### config.mk
export PLATFORM = sky130hd
export DESIGN_NAME = coef_scrub_top
export DESIGN_NICKNAME = d
export VERILOG_FILES = /design/src/rtl/coef_scrub_pkg.sv /design/src/rtl/scrub_load.sv /design/src/rtl/scrub_reader.sv /design/src/rtl/csum_acc.sv /design/src/rtl/scrub_deadline.sv /design/src/rtl/coef_scrub_top.sv
export SDC_FILE = /design/constraint.sdc
export NUM_CORES = 1
export LEC_CHECK = 0
export ABC_AREA = 1
export BUFFER_PORTS_ARGS = -buffer_cell sky130_fd_sc_hd__buf_4
export CAP_MARGIN = 20
export CORE_MARGIN = 2
export CORE_UTILIZATION = 60
export CTS_CLUSTER_DIAMETER = 150
export CTS_CLUSTER_SIZE = 16
export DETAILED_ROUTE_END_ITERATION = 10
export PLACE_DENSITY = 0.84
export SETUP_SLACK_MARGIN = 0.05
export SYNTH_ARGS = -nofsm -noshare
export SYNTH_HDL_FRONTEND = slang
export SYNTH_HIERARCHICAL = 1
export SYNTH_SLANG_ARGS = --single-unit
### constraint.sdc
create_clock -name clk -period 6.5 [get_ports clk]
set_clock_uncertainty 0.1 [all_clocks]
set_input_delay 0.975 -clock clk [delete_from_list [all_inputs] [get_ports clk]]
set_output_delay 0.975 -clock clk [all_outputs]
set_load 0.005 [all_outputs]
### src/rtl/coef_scrub_pkg.sv
package coef_scrub_pkg;
  // register map (two-bit address)
  localparam logic [1:0] RA_STATUS = 2'd0;
  localparam logic [1:0] RA_LIMIT  = 2'd1;
  localparam logic [1:0] RA_REF    = 2'd2;
  localparam logic [1:0] RA_PASS   = 2'd3;

  // status bit positions; bit 1 feeds the system fault state
  localparam int ST_LOADED = 0;
  localparam int ST_CSUM   = 1;
  localparam int ST_LATE   = 2;
endpackage

### src/rtl/scrub_load.sv
module scrub_load #(
  parameter int DEPTH  = 16,
  parameter int DATA_W = 16,
  parameter int AW     = 4
) (
  input  logic              clk,
  input  logic              rst_n,
  input  logic              ld_valid,
  input  logic [DATA_W-1:0] ld_data,
  output logic              ld_ready,
  output logic              mem_we,
  output logic [AW-1:0]     mem_waddr,
  output logic [DATA_W-1:0] mem_wdata,
  output logic              word_fire,
  output logic              word_last,
  output logic              load_done
);
  localparam logic [AW-1:0] LAST_ADDR = AW'(DEPTH - 1);

  logic [AW-1:0] wr_ptr;

  assign ld_ready  = !load_done;
  assign word_fire = ld_valid && ld_ready;
  assign word_last = word_fire && (wr_ptr == LAST_ADDR);
  assign mem_we    = word_fire;
  assign mem_waddr = wr_ptr;
  assign mem_wdata = ld_data;

  always_ff @(posedge clk) begin
    if (!rst_n) begin
      wr_ptr    <= '0;
      load_done <= 1'b0;
    end else if (word_fire) begin
      wr_ptr <= wr_ptr + AW'(1);
      if (word_last) load_done <= 1'b1;
    end
  end
endmodule

### src/rtl/scrub_reader.sv
module scrub_reader #(
  parameter int DEPTH = 16,
  parameter int AW    = 4
) (
  input  logic          clk,
  input  logic          rst_n,
  input  logic          enable,
  input  logic          dsp_rd_en,
  input  logic [AW-1:0] dsp_rd_addr,
  output logic          mem_rd_en,
  output logic [AW-1:0] mem_rd_addr,
  output logic          word_valid,
  output logic          word_last
);
  localparam logic [AW-1:0] LAST_ADDR = AW'(DEPTH - 1);

  logic          issue;
  logic [AW-1:0] scan_ptr;

  // the datapath always wins the port; scrub only fills idle cycles
  assign issue       = enable && !dsp_rd_en;
  assign mem_rd_en   = dsp_rd_en || issue;
  assign mem_rd_addr = dsp_rd_en ? dsp_rd_addr : scan_ptr;

  always_ff @(posedge clk) begin
    if (!rst_n) begin
      scan_ptr   <= '0;
      word_valid <= 1'b0;
      word_last  <= 1'b0;
    end else begin
      word_valid <= issue;
      word_last  <= issue && (scan_ptr == LAST_ADDR);
      if (issue) scan_ptr <= (scan_ptr == LAST_ADDR) ? '0 : scan_ptr + AW'(1);
    end
  end
endmodule

### src/rtl/csum_acc.sv
module csum_acc #(
  parameter int DATA_W = 16
) (
  input  logic              clk,
  input  logic              rst_n,
  input  logic              add_en,
  input  logic              add_last,
  input  logic [DATA_W-1:0] add_data,
  output logic              done,
  output logic [DATA_W-1:0] result
);
  logic [DATA_W-1:0] acc;
  logic [DATA_W:0]   raw;
  logic [DATA_W-1:0] folded;

  // one's-complement add: carry out wraps back into bit 0
  always_comb begin
    raw    = {1'b0, acc} + {1'b0, add_data};
    folded = raw[DATA_W-1:0] + {{(DATA_W-1){1'b0}}, raw[DATA_W]};
  end

  always_ff @(posedge clk) begin
    if (!rst_n) begin
      acc    <= '0;
      done   <= 1'b0;
      result <= '0;
    end else begin
      done <= add_en && add_last;
      if (add_en) begin
        if (add_last) begin
          acc    <= '0;
          result <= folded;
        end else begin
          acc <= folded;
        end
      end
    end
  end
endmodule

### src/rtl/scrub_deadline.sv
module scrub_deadline #(
  parameter int LIM_W = 8
) (
  input  logic             clk,
  input  logic             rst_n,
  input  logic             active,
  input  logic             ms_tick,
  input  logic             pass_done,
  input  logic [LIM_W-1:0] limit,
  output logic             miss
);
  localparam logic [LIM_W-1:0] CNT_MAX = '1;

  logic [LIM_W-1:0] ms_cnt;
  logic [LIM_W-1:0] cnt_inc;

  assign cnt_inc = ms_cnt + LIM_W'(1);
  assign miss    = active && ms_tick && !pass_done && (limit != '0)
                   && (ms_cnt != CNT_MAX) && (cnt_inc == limit);

  always_ff @(posedge clk) begin
    if (!rst_n) begin
      ms_cnt <= '0;
    end else if (pass_done) begin
      ms_cnt <= '0;
    end else if (active && ms_tick && ms_cnt != CNT_MAX) begin
      ms_cnt <= cnt_inc;
    end
  end
endmodule

### src/rtl/coef_scrub_top.sv
module coef_scrub_top
  import coef_scrub_pkg::*;
#(
  parameter int DEPTH         = 16,
  parameter int DATA_W        = 16,
  parameter int LIM_W         = 8,
  parameter int LIMIT_DEFAULT = 99,
  localparam int AW           = $clog2(DEPTH)
) (
  input  logic              clk,
  input  logic              rst_n,
  input  logic              ld_valid,
  output logic              ld_ready,
  input  logic [DATA_W-1:0] ld_data,
  output logic              mem_we,
  output logic [AW-1:0]     mem_waddr,
  output logic [DATA_W-1:0] mem_wdata,
  output logic              mem_rd_en,
  output logic [AW-1:0]     mem_rd_addr,
  input  logic [DATA_W-1:0] mem_rd_data,
  input  logic              dsp_rd_en,
  input  logic [AW-1:0]     dsp_rd_addr,
  input  logic              ms_tick,
  input  logic              reg_wr,
  input  logic [1:0]        reg_addr,
  input  logic [DATA_W-1:0] reg_wdata,
  output logic [DATA_W-1:0] reg_rdata,
  output logic              fault
);
  logic              ld_fire, ld_last, loaded;
  logic              rd_valid, rd_last;
  logic              add_en, add_last;
  logic [DATA_W-1:0] add_data;
  logic              acc_done;
  logic [DATA_W-1:0] acc_result;
  logic              ref_valid, pass_done, miss;
  logic [DATA_W-1:0] ref_q, pass_q;
  logic              csum_err, late;
  logic [LIM_W-1:0]  limit_q;
  logic              wr_status, wr_limit;
  logic              unused_wdata;

  scrub_load #(.DEPTH(DEPTH), .DATA_W(DATA_W), .AW(AW)) u_load (
    .clk(clk), .rst_n(rst_n), .ld_valid(ld_valid), .ld_data(ld_data),
    .ld_ready(ld_ready), .mem_we(mem_we), .mem_waddr(mem_waddr),
    .mem_wdata(mem_wdata), .word_fire(ld_fire), .word_last(ld_last),
    .load_done(loaded)
  );

  scrub_reader #(.DEPTH(DEPTH), .AW(AW)) u_reader (
    .clk(clk), .rst_n(rst_n), .enable(loaded), .dsp_rd_en(dsp_rd_en),
    .dsp_rd_addr(dsp_rd_addr), .mem_rd_en(mem_rd_en), .mem_rd_addr(mem_rd_addr),
    .word_valid(rd_valid), .word_last(rd_last)
  );

  // one accumulator serves the load (reference) and every later pass
  assign add_en   = loaded ? rd_valid : ld_fire;
  assign add_last = loaded ? rd_last  : ld_last;
  assign add_data = loaded ? mem_rd_data : ld_data;

  csum_acc #(.DATA_W(DATA_W)) u_acc (
    .clk(clk), .rst_n(rst_n), .add_en(add_en), .add_last(add_last),
    .add_data(add_data), .done(acc_done), .result(acc_result)
  );

  assign pass_done = acc_done && ref_valid;

  scrub_deadline #(.LIM_W(LIM_W)) u_deadline (
    .clk(clk), .rst_n(rst_n), .active(ref_valid), .ms_tick(ms_tick),
    .pass_done(pass_done), .limit(limit_q), .miss(miss)
  );

  assign wr_status    = reg_wr && (reg_addr == RA_STATUS);
  assign wr_limit     = reg_wr && (reg_addr == RA_LIMIT);
  assign unused_wdata = ^reg_wdata;

  always_ff @(posedge clk) begin
    if (!rst_n) begin
      ref_q     <= '0;
      ref_valid <= 1'b0;
      pass_q    <= '0;
      csum_err  <= 1'b0;
      late      <= 1'b0;
      limit_q   <= LIM_W'(LIMIT_DEFAULT);
    end else begin
      if (acc_done && !ref_valid) begin
        ref_q     <= acc_result;
        ref_valid <= 1'b1;
      end
      if (pass_done) pass_q <= acc_result;
      // a new mismatch outranks a simultaneous clear
      if (pass_done && acc_result != ref_q) csum_err <= 1'b1;
      else if (wr_status && reg_wdata[ST_CSUM]) csum_err <= 1'b0;
      if (miss) late <= 1'b1;
      else if (wr_status && reg_wdata[ST_LATE]) late <= 1'b0;
      if (wr_limit) limit_q <= reg_wdata[LIM_W-1:0];
    end
  end

  always_comb begin
    reg_rdata = '0;
    unique case (reg_addr)
      RA_STATUS: begin
        reg_rdata[ST_LOADED] = loaded;
        reg_rdata[ST_CSUM]   = csum_err;
        reg_rdata[ST_LATE]   = late;
      end
      RA_LIMIT: reg_rdata = DATA_W'(limit_q);
      RA_REF:   reg_rdata = ref_q;
      default:  reg_rdata = pass_q;
    endcase
  end

  assign fault = csum_err;
endmodule

## Word-level counts from Yosys, hierarchy flattened

Index checks and enable logic that the tools add are counted.

| storage, ports and cells | value |
|---|---|
| flip-flop bits (word level) | 95 |
| logic and storage cells | 70 |

| cells by class | value |
|---|---|
| $add $sub $neg | 5 |
| eq/ne operators | 7 |
| mux-type cells | 12 |
| bitwise logic cells | 1 |
| reductions and logical operators | 30 |

Operator list:

| kind | count |
|---|---|
| case mux 13 bit (3 select lines) | 1 |
| two-way mux 16 bit | 2 |
| logical AND 1 bit | 18 |
| adder 16 x 16 -> 17 bit | 1 |
| adder 16 x 1 -> 16 bit | 1 |
| inequality test 16 bit | 1 |
| case mux 3 bit (3 select lines) | 1 |
| adder 4 x 1 -> 4 bit, second input constant | 2 |
| adder 8 x 1 -> 8 bit, second input constant | 1 |
| == test 4 bit, second input constant | 2 |
| == test 8 bit | 1 |
| two-way mux 4 bit | 2 |
| inequality test 8 bit, second input constant | 1 |
| nonzero test 8 bit | 1 |
| two-way mux 1 bit | 6 |
| zero test 1 bit | 4 |
| AND reduction 2 bit | 2 |
| nonzero test 2 bit | 2 |
| == test 2 x 1 -> 1 bit, second input constant | 1 |
| == test 2 bit, second input constant | 1 |
| zero test 2 bit | 1 |
| OR reduction 2 bit | 1 |
| logical OR 1 bit | 1 |
| inverter 1 bit | 1 |

## Depth between registers and ports, before layout

Gate-level depths: netlist of the first run.

| depth | value |
|---|---|
| depth after elaboration | 7 |
| gate-level depth with buffers | 26 |

## By module

The synthesis of the first run kept the hierarchy.

Modules (own cells, without submodules):

| module | instances | cells each | area each (µm²) | sequential area each (µm²) |
|---|---|---|---|---|
| csum_acc | 1 | 429 | 2673.8 | 660.6 |
| coef_scrub_top | 1 | 323 | 2277.2 | 860.8 |
| scrub_deadline | 1 | 113 | 664.4 | 160.2 |
| scrub_load | 1 | 50 | 365.4 | 100.1 |
| scrub_reader | 1 | 49 | 336.6 | 120.1 |

## Least setup slack after synthesis of the first run

No wires, ideal clock.

| timing | value |
|---|---|
| path kind | input to register |
| start point | in mem_rd_data[0] |
| end point | reg u_acc.acc[14] |
| arrival | 3.634 ns |
| slack | 2.698 ns |
| cell stages on the path | 24 |
| path through | mux2_2 ha_1 fa_1 nand2_2 nand2_2 nand3_2 nand2_1 nand2_1 nand2_1 a21oi_1 o21bai_1 ha_1 ha_1 inv_1 nor2_2 nand3_2 nor2_2 nand2_2 nor2_4 nand2_4 nor2_4 nand3_1 nand3_2 a21oi_2 |

| on the way | value |
|---|---|
| longest elaborated chain between the ends | 4 |

RTL lines:

| item | line | RTL |
|---|---|---|
| start, declared | coef_scrub_top.sv:20 | `input logic [DATA_W-1:0] mem_rd_data,` |
| two-way mux 16 bit | coef_scrub_top.sv:59 | `assign add_data = loaded ? mem_rd_data : ld_data;` |
| adder 16 x 16 -> 17 bit | csum_acc.sv:18 | `raw = {1'b0, acc} + {1'b0, add_data};` |
| adder 16 x 1 -> 16 bit | csum_acc.sv:19 | `folded = raw[DATA_W-1:0] + {{(DATA_W-1){1'b0}}, raw[DATA_W]};` |
| two-way mux 16 bit | csum_acc.sv:30 | `if (add_last) begin` |
| end signal, assigned | csum_acc.sv:34 | `acc <= folded;` |
| end, declared | csum_acc.sv:12 | `logic [DATA_W-1:0] acc;` |

Every way passes these cells.
A chain may end at the register's enable or synchronous reset.

## Worst setup path in the final report of the first run

| timing | value |
|---|---|
| start point | reg u_load.load_done |
| end point | reg u_acc.acc[12] |

| on the way | value |
|---|---|
| elaborated cells between the ends (all ways) | 9 |

RTL lines:

| item | line | RTL |
|---|---|---|
| start, declared | scrub_load.sv:16 | `output logic load_done` |
| start signal, assigned | scrub_load.sv:32 | `load_done <= 1'b0;` |
| start signal, assigned | scrub_load.sv:35 | `if (word_last) load_done <= 1'b1;` |
| two-way mux 16 bit | coef_scrub_top.sv:59 |  |
| named net add_data[11] | coef_scrub_top.sv:33 | `logic [DATA_W-1:0] add_data;` |
| adder 16 x 16 -> 17 bit | csum_acc.sv:18 |  |
| adder 16 x 1 -> 16 bit | csum_acc.sv:19 |  |
| two-way mux 16 bit | csum_acc.sv:30 |  |

The timed path passes the listed nets, and every way through them passes these cells.

==> flow_metrics.py, run 1 <==
metrics = {
    "status": {
        "outcome": "finished clean",
    },
    "power": {
        "seqPwrFrac_pct": 44.8,
        "p_sw_w": 0.000422,
        "p_int_w": 0.000940,
        "vdd_drop_max_mv": 0.142,
        "pwr-share-clk_pct": 30.5,
        "p_leak_nw": 3.44,
        "combPwrFrac_pct": 24.7,
        "swShare_pct": 31.0,
        "power.density_nw_per_um2": 191,
    },
    "placed_design": {
        "placement.io_buffers": 95,
        "dpl-instance-area_um2": 6930,
        "gp_congestion": 0.888,
        "place_inst": 1156,
        "dp_slack_ns": 2.05,
        "place_hpwl_um": 10700,
    },
    "worst_hold_path": {
        "hp-class": "reg -> reg",
    },
    "finish": {
        "fin_area_um2": 7140,
        "synthToLayoutAreaGrowth_pct": 13.0,
        "fin_util_pct": 69.5,
        "nFillCells": 921,
        "layout.nets": 1113,
        "diodes": 0,
        "drive_gt1_share_pct": 20.0,
        "final_cells": 1170,
    },
    "grt": {
        "grt_pass1_vias": 5403,
        "grt_util_all_layers_pct": 25.0,
        "grt_pass1_wl_um": 23600,
        "overflow": 0,
        "grt_antenna_before_repair": 0,
        "grt_max_degree": 57,
    },
    "floorplanning": {
        "coreArea_um2": 10300,
        "die_h_um": 107,
        "die_width_um": 107,
        "initial_core_util_pct": 61.5,
        "dieArea_um2": 11400,
        "ios": 104,
        "rows": 37,
    },
    "synth": {
        "synth_ff_type": "dfxtp_1",
        "yosysSeqAreaShare_pct": 30.1,
        "yosysTopAreaCell": "dfxtp_1",
        "async_flop_share_pct": 0,
        "yosys.area.top_type_share_pct": 30.1,
        "netlist_area_um2": 6320,
        "synth_warnings": 6,
        "syn_inst": 964,
        "yosys-top-cells-area": "dfxtp_1 (30%), nand2_1 (16%), inv_1 (7.4%)",
        "synth_cell_types": 42,
        "syn_nets": 1046,
        "synth_edf_count": 0,
        "syn_avg_cell_area_um2": 6.55,
        "ys_ff_latch": 95,
    },
    "critical_path": {
        "critPathCaptureType": "flip-flop",
        "path_class": "reg -> reg",
        "cp.required_ns": 6.66,
        "crit_path_cell_trace": "buf_4, mux2_2, ha_1, nand2_1, nor2_1, and2_1, nand2_1, nand2_1, a21oi_1, o21bai_1, ha_1, ha_1, inv_1, nor2_2, nand3_2, nor2_2, nand2_2, nor2_4, nand4_2, o21ai_2, nand3_1, a21oi_1",
        "crit_arrival_ns": 4.56,
        "critPathMaxFanout": 18,
        "slowest_stage": "dfxtp_1",
        "cpPeakStageDelay_ns": 0.58,
        "cp-start-kind": "flip-flop",
    },
    "clock_tree": {
        "clkSinkCount": 95,
        "clk_pin_slew_ns": 0.09,
        "cts_resized": 0,
        "numCtsBuffers": 9,
        "cts_setup_buffers": 0,
        "cts-root-buf": "clkbuf_8",
        "clkLatencyLatePin_ns": 0.35,
        "ctsHoldBuffers": 0,
        "clockBufferDepth": 2,
        "cts_tree": "done",
        "htreeDepth": 3,
    },
    "sta": {
        "slew_headroom_pct": 26.0,
        "worst_pin_slew_ns": 1.11,
        "rsz0062_at_grt": "false",
        "setup_slack_ns": 2.10,
        "report.final.slew_viol_count": 0,
        "setup_viol": 0,
        "fmax_mhz": 228,
        "hold_viol": 0,
        "finalCritPeriodShare_pct": 67.6,
        "finalSetupTns_ns": 0,
        "period_needed_ns": 4.40,
    },
    "detailed_routing": {
        "routed_wl_um": 14000,
        "ant_nets": 0,
        "num_vias": 6006,
        "wire_per_inst_um": 12.0,
        "drtIter0Drc": 325,
        "vias_per_cell": 5.13,
        "dr.pass1.iters": 7,
        "drc": 0,
    },
    "run": {
        "maxCapViolations": 0,
    },
}
## final timing paths
check / start / end / slack (ns) / cells after the start
setup / recovery: u_load/load_done / u_acc/acc[12] / 2.10 / 22
hold / removal: u_acc/acc[9] / u_acc/acc[9] / 0.37 / 2
setup reg to reg: u_load/load_done / u_acc/acc[12] / 2.10 / 22
hold reg to reg: u_acc/acc[9] / u_acc/acc[9] / 0.37 / 2
## critical path: cells and delay by family (launching register included)
family / cells / cell delay [ns]
simple gates: 12 / 1.45
buf+inv: 2 / 0.39
mux: 1 / 0.38
flops: 1 / 0.58
compound gates: 4 / 0.63
fa+ha+maj: 3 / 0.77
## logic make-up after synthesis
logic type               Yosys count  share of synthesized area [%]
XOR/XNOR                           7                          0.971
adder cells (fa/ha/maj)           22                           4.48
AO/OA/AOI/OAI                    168                           14.5
multiplexers                      18                           3.21
flip-flops                        95                           30.1
buffers and inverters            182                           12.9
AND/OR/NAND/NOR                  472                           33.9
## synthesized netlist by cell type (all sizes together) (3+ instances only)
| cell | number |
|---|---|
| nand2 | 296 |
| inv | 139 |
| nor2 | 97 |
| dfxtp | 95 |
| a21oi | 80 |
| o21ai | 74 |
| nand3 | 64 |
| buf | 32 |
| ha | 21 |
| mux2 | 18 |
| nand4 | 9 |
| clkbuf | 8 |
| xor2 | 4 |
| and2 | 3 |
| clkinv | 3 |
| o2111ai | 3 |
| o21bai | 3 |
| o221ai | 3 |
| xnor2 | 3 |
## per-stage QoR
stage | hold slack, ns | power (W)
floorplan | 0.349 | 0.000869
global placement | 0.357 | 0.000951
detailed placement | 0.360 | 0.000957
CTS | 0.374 | 0.00137
global route | 0.393 | 0.00144
finish | 0.373 | 0.00136
## state kept, by name, indices dropped and copies added (netlist names), 4 cells and up
register / count
limit_q: 8
pass_q: 16
ref_q: 16
u_acc/acc: 16
u_acc/result: 16
u_deadline/ms_cnt: 8
u_load/mem_waddr: 4
u_reader/scan_ptr: 4
## placed cells by master, fill, tap and decap left out, types with 2 or more instances in the layout
cell type	Yosys	final
nor2_4	10	10
nand2_1	269	269
nand3_2	8	8
o21bai_1	2	2
ha_1	21	21
nor3_1	2	2
nor2_1	78	78
clkbuf_8	0	9
xor2_1	4	4
nor2_2	9	9
o21ai_0	64	64
inv_2	13	13
inv_1	124	124
o21ai_2	3	3
a21oi_1	76	76
dfxtp_1	95	95
nand4_1	8	8
o221ai_1	3	3
o211ai_1	2	2
nand3_1	56	56
xnor2_1	3	3
o21ai_1	7	7
nand2_4	8	8
clkinv_1	3	3
nand2_2	19	19
bufinv_16	0	2
inv_4	2	2
o2111ai_1	3	3
inv_6	0	2
buf_4	19	96
mux2_2	18	18
and2_1	2	2
a21oi_2	4	4
## power by group through the flow
stage	clock, W	sequential, W	combinational, W
2_1_floorplan	0	0.000619	0.000249
3_3_place_gp	0	0.000623	0.000328
3_5_place_dp	0	0.000624	0.000333
4_1_cts	0.000422	0.000610	0.000335
5_1_grt	0.000446	0.000612	0.000379
6_report	0.000416	0.000610	0.000336
## layout make-up
type	instances	area [um^2]	area share, %
Tap cell	136	170	2.38
Sequential cell	95	1900	26.6
Clock inverter	5	82.6	1.16
Inverter	142	538	7.53
Timing Repair Buffer	96	721	10.1
Clock buffer	9	124	1.73
Multi-Input combinational cell	687	3600	50.5
## per-layer routing
metal / up-vias / share of wire, % / global-route usage [%]
met3: 21 / 4.0 / 3.16
li1: 3191 / - / -
met4: 0 / 1.8 / 6.96
met1: 2664 / 46 / 32.3
met2: 130 / 48 / 43.8
met5: - / 0 / 0
Note: power is estimated with default switching activity, not from simulation.
==> run 2, diff against run 1 <==
--- a/config.mk
+++ b/config.mk
@@ -5,15 +5,15 @@
 export SDC_FILE = /design/constraint.sdc
 export NUM_CORES = 1
 export LEC_CHECK = 0
-export ABC_AREA = 1
+export ABC_AREA = 0
 export BUFFER_PORTS_ARGS = -buffer_cell sky130_fd_sc_hd__buf_4
 export CAP_MARGIN = 20
 export CORE_MARGIN = 2
-export CORE_UTILIZATION = 60
+export CORE_UTILIZATION = 51
 export CTS_CLUSTER_DIAMETER = 150
 export CTS_CLUSTER_SIZE = 16
 export DETAILED_ROUTE_END_ITERATION = 10
-export PLACE_DENSITY = 0.84
+export PLACE_DENSITY = 0.77
 export SETUP_SLACK_MARGIN = 0.05
 export SYNTH_ARGS = -nofsm -noshare
 export SYNTH_HDL_FRONTEND = slang
==> constraint.sdc (replaced) <==
create_clock -name clk -period 3.9 [get_ports clk]
set_clock_uncertainty 0.1 [all_clocks]
set_input_delay 0.585 -clock clk [delete_from_list [all_inputs] [get_ports clk]]
set_output_delay 0.585 -clock clk [all_outputs]
set_load 0.005 [all_outputs]
==> flow_metrics.py, run 2 <==
metrics = {
    "sta": {
        "setup_slack_ns": -0.0422,
        "rsz0062_at_grt": "true",
        "period_needed_ns": 3.94,
        "worst_pin_slew_ns": 0.836,
        "holdWs_ns": 0.355,
        "slew_headroom_pct": 44.3,
        "hold_viol": 0,
        "report.final.slew_viol_count": 0,
        "setup_viol": 3,
        "finalCritPeriodShare_pct": 101,
        "fmax_mhz": 254,
    },
    "finish": {
        "fin_area_um2": 7370,
        "layout.nets": 857,
        "fin_util_pct": 64.8,
        "diodes": 0,
        "synthToLayoutAreaGrowth_pct": 24.3,
        "layout_commonest_cell": "buf_4",
        "drive_gt1_share_pct": 29.4,
        "mostFrequentLayoutCells": "buf_4 (133), nand2_1 (98), dfxtp_1 (94)",
        "nFillCells": 919,
    },
    "detailed_routing": {
        "dr.pass1.iters": 5,
        "routed_wl_um": 15000,
        "drc": 0,
        "vias_per_cell": 5.74,
        "drtIter0Drc": 340,
        "wire_per_inst_um": 16.3,
        "ant_nets": 0,
        "num_vias": 5302,
    },
    "synth": {
        "yosysSeqAreaShare_pct": 32.1,
        "netlist_area_um2": 5930,
        "yosysTopAreaCell": "dfxtp_1",
        "synth_edf_count": 0,
        "syn_avg_cell_area_um2": 8.73,
        "synth_warnings": 6,
        "syn_nets": 761,
        "yosys-top-cells-area": "dfxtp_1 (32%), nand2_1 (6.2%), xnor2_1 (5.6%)",
        "yosysMostFrequentCell": "nand2_1",
        "ys_ff_latch": 95,
        "syn_inst": 679,
        "yosys.area.top_type_share_pct": 32.1,
        "synth_ff_type": "dfxtp_1",
        "synthTopCellsByCount": "nand2_1 (98), dfxtp_1 (95), nor2_1 (51)",
        "async_flop_share_pct": 0,
        "synth_cell_types": 78,
    },
    "status": {
        "outcome": "finished with violations",
        "violations": "setup timing",
    },
    "grt": {
        "grt_antenna_before_repair": 0,
        "grt_pass1_wl_um": 23800,
        "grt_pass1_vias": 5032,
        "grt_util_all_layers_pct": 23.1,
        "overflow": 0,
        "grt_max_degree": 64,
    },
    "critical_path": {
        "path_class": "reg -> reg",
        "critPathMaxFanout": 8,
        "cp-start-kind": "flip-flop",
        "critPathCaptureType": "flip-flop",
        "cp.required_ns": 4.03,
        "crit_arrival_ns": 4.07,
    },
    "clock_tree": {
        "clk_pin_slew_ns": 0.06,
        "cts-root-buf": "clkbuf_16",
        "clkLatencyLatePin_ns": 0.34,
        "clockBufferDepth": 2,
        "htreeDepth": 3,
        "ctsHoldBuffers": 0,
        "numCtsBuffers": 9,
        "clkSinkCount": 95,
        "cts_tree": "done",
    },
    "worst_hold_path": {
        "hp-class": "reg -> reg",
    },
    "floorplanning": {
        "die_width_um": 112,
        "initial_core_util_pct": 52.1,
        "dieArea_um2": 12500,
        "die_h_um": 112,
        "coreArea_um2": 11400,
        "rows": 39,
        "ios": 104,
    },
    "placed_design": {
        "dp_slack_ns": -0.297,
        "place_hpwl_um": 10300,
        "dpl-instance-area_um2": 6740,
        "placement.io_buffers": 95,
        "gp_congestion": 0.889,
    },
    "power": {
        "vdd_drop_max_mv": 0.313,
        "p_leak_nw": 2.98,
        "power.density_nw_per_um2": 363,
    },
    "run": {
        "maxCapViolations": 0,
    },
}
## run 2: cell families after synthesis
kind of cell / synth area share [%]
and+or+nand+nor: 22.8
muxes: 8.61
adders and majority gates: 4.77
AOI/OAI and AO/OA: 16.3
buffers and inverters: 6.35
DFF: 32.1
xor gates and xnor gates: 9.08
## run 2: cell type report
type / instances / area [um^2] / area share, %
Tap cell: 143 / 179 / 2.43
Inverter: 8 / 30.0 / 0.407
Clock buffer: 12 / 256 / 3.48
Multi-Input combinational cell: 525 / 3920 / 53.2
Timing Repair Buffer: 136 / 1040 / 14.1
Sequential cell: 95 / 1910 / 25.9
Clock inverter: 4 / 45.0 / 0.611
## run 2: timing repair
item	4_1_cts	5_1_grt
setup endpoints to repair	26	25
buffers inserted	7	7
pin swaps	12	19
gates resized for setup	16	22
## run 2: stage by stage
| stage | cells | total power (W) | TNS, ns |
|---|---|---|---|
| after CTS | 915 | 0.00260 | 0 |
| after detailed placement | 892 | 0.00170 | -4.92 |
| after global routing | 923 | 0.00279 | -1.15 |
| after global placement | 892 | 0.00167 | -2.35 |
| after floorplan | 679 | 0.00150 | 0 |
| final | 923 | 0.00268 | -0.0952 |
## run 2: metal layers
metal | global-route usage (%) | wire length (um) | up-vias
li1 | - | - | 2572
met1 | 29.9 | 6570 | 2543
met2 | 39.2 | 7400 | 155
met3 | 5.44 | 769 | 32
met4 | 5.10 | 291 | 0
met5 | 0 | 0 | -
## run 2: worst max-delay path, cell delays in order (launching register included)
cell      delay [ns]
dfxtp_4         0.42
buf_8           0.15
mux2_4          0.32
ha_4            0.27
and3_4          0.20
a221o_1         0.20
a221oi_2        0.09
nor3_2          0.21
a21o_1          0.14
a21o_1          0.21
ha_4            0.17
and3_4          0.21
nand3_4         0.10
nor2_2          0.14
nand4_1         0.24
o311a_1         0.38
a221o_1         0.27
## run 2: report_power, final
part           switching, W  internal, W  leakage, nW
combinational      0.000389     0.000369         2.06
clock              0.000354     0.000529        0.152
sequential        0.0000338      0.00100        0.770
total              0.000777      0.00190         2.98
## run 2: path summary, 6_finish.rpt
check / slack [ns] / cells after the start / end / from
min: 0.36 / 2 / pass_q[6] / pass_q[6]
max: -0.04 / 16 / u_acc/acc[15] / u_load/load_done
min reg2reg: 0.36 / 2 / pass_q[6] / pass_q[6]
max reg2reg: -0.04 / 16 / u_acc/acc[15] / u_load/load_done
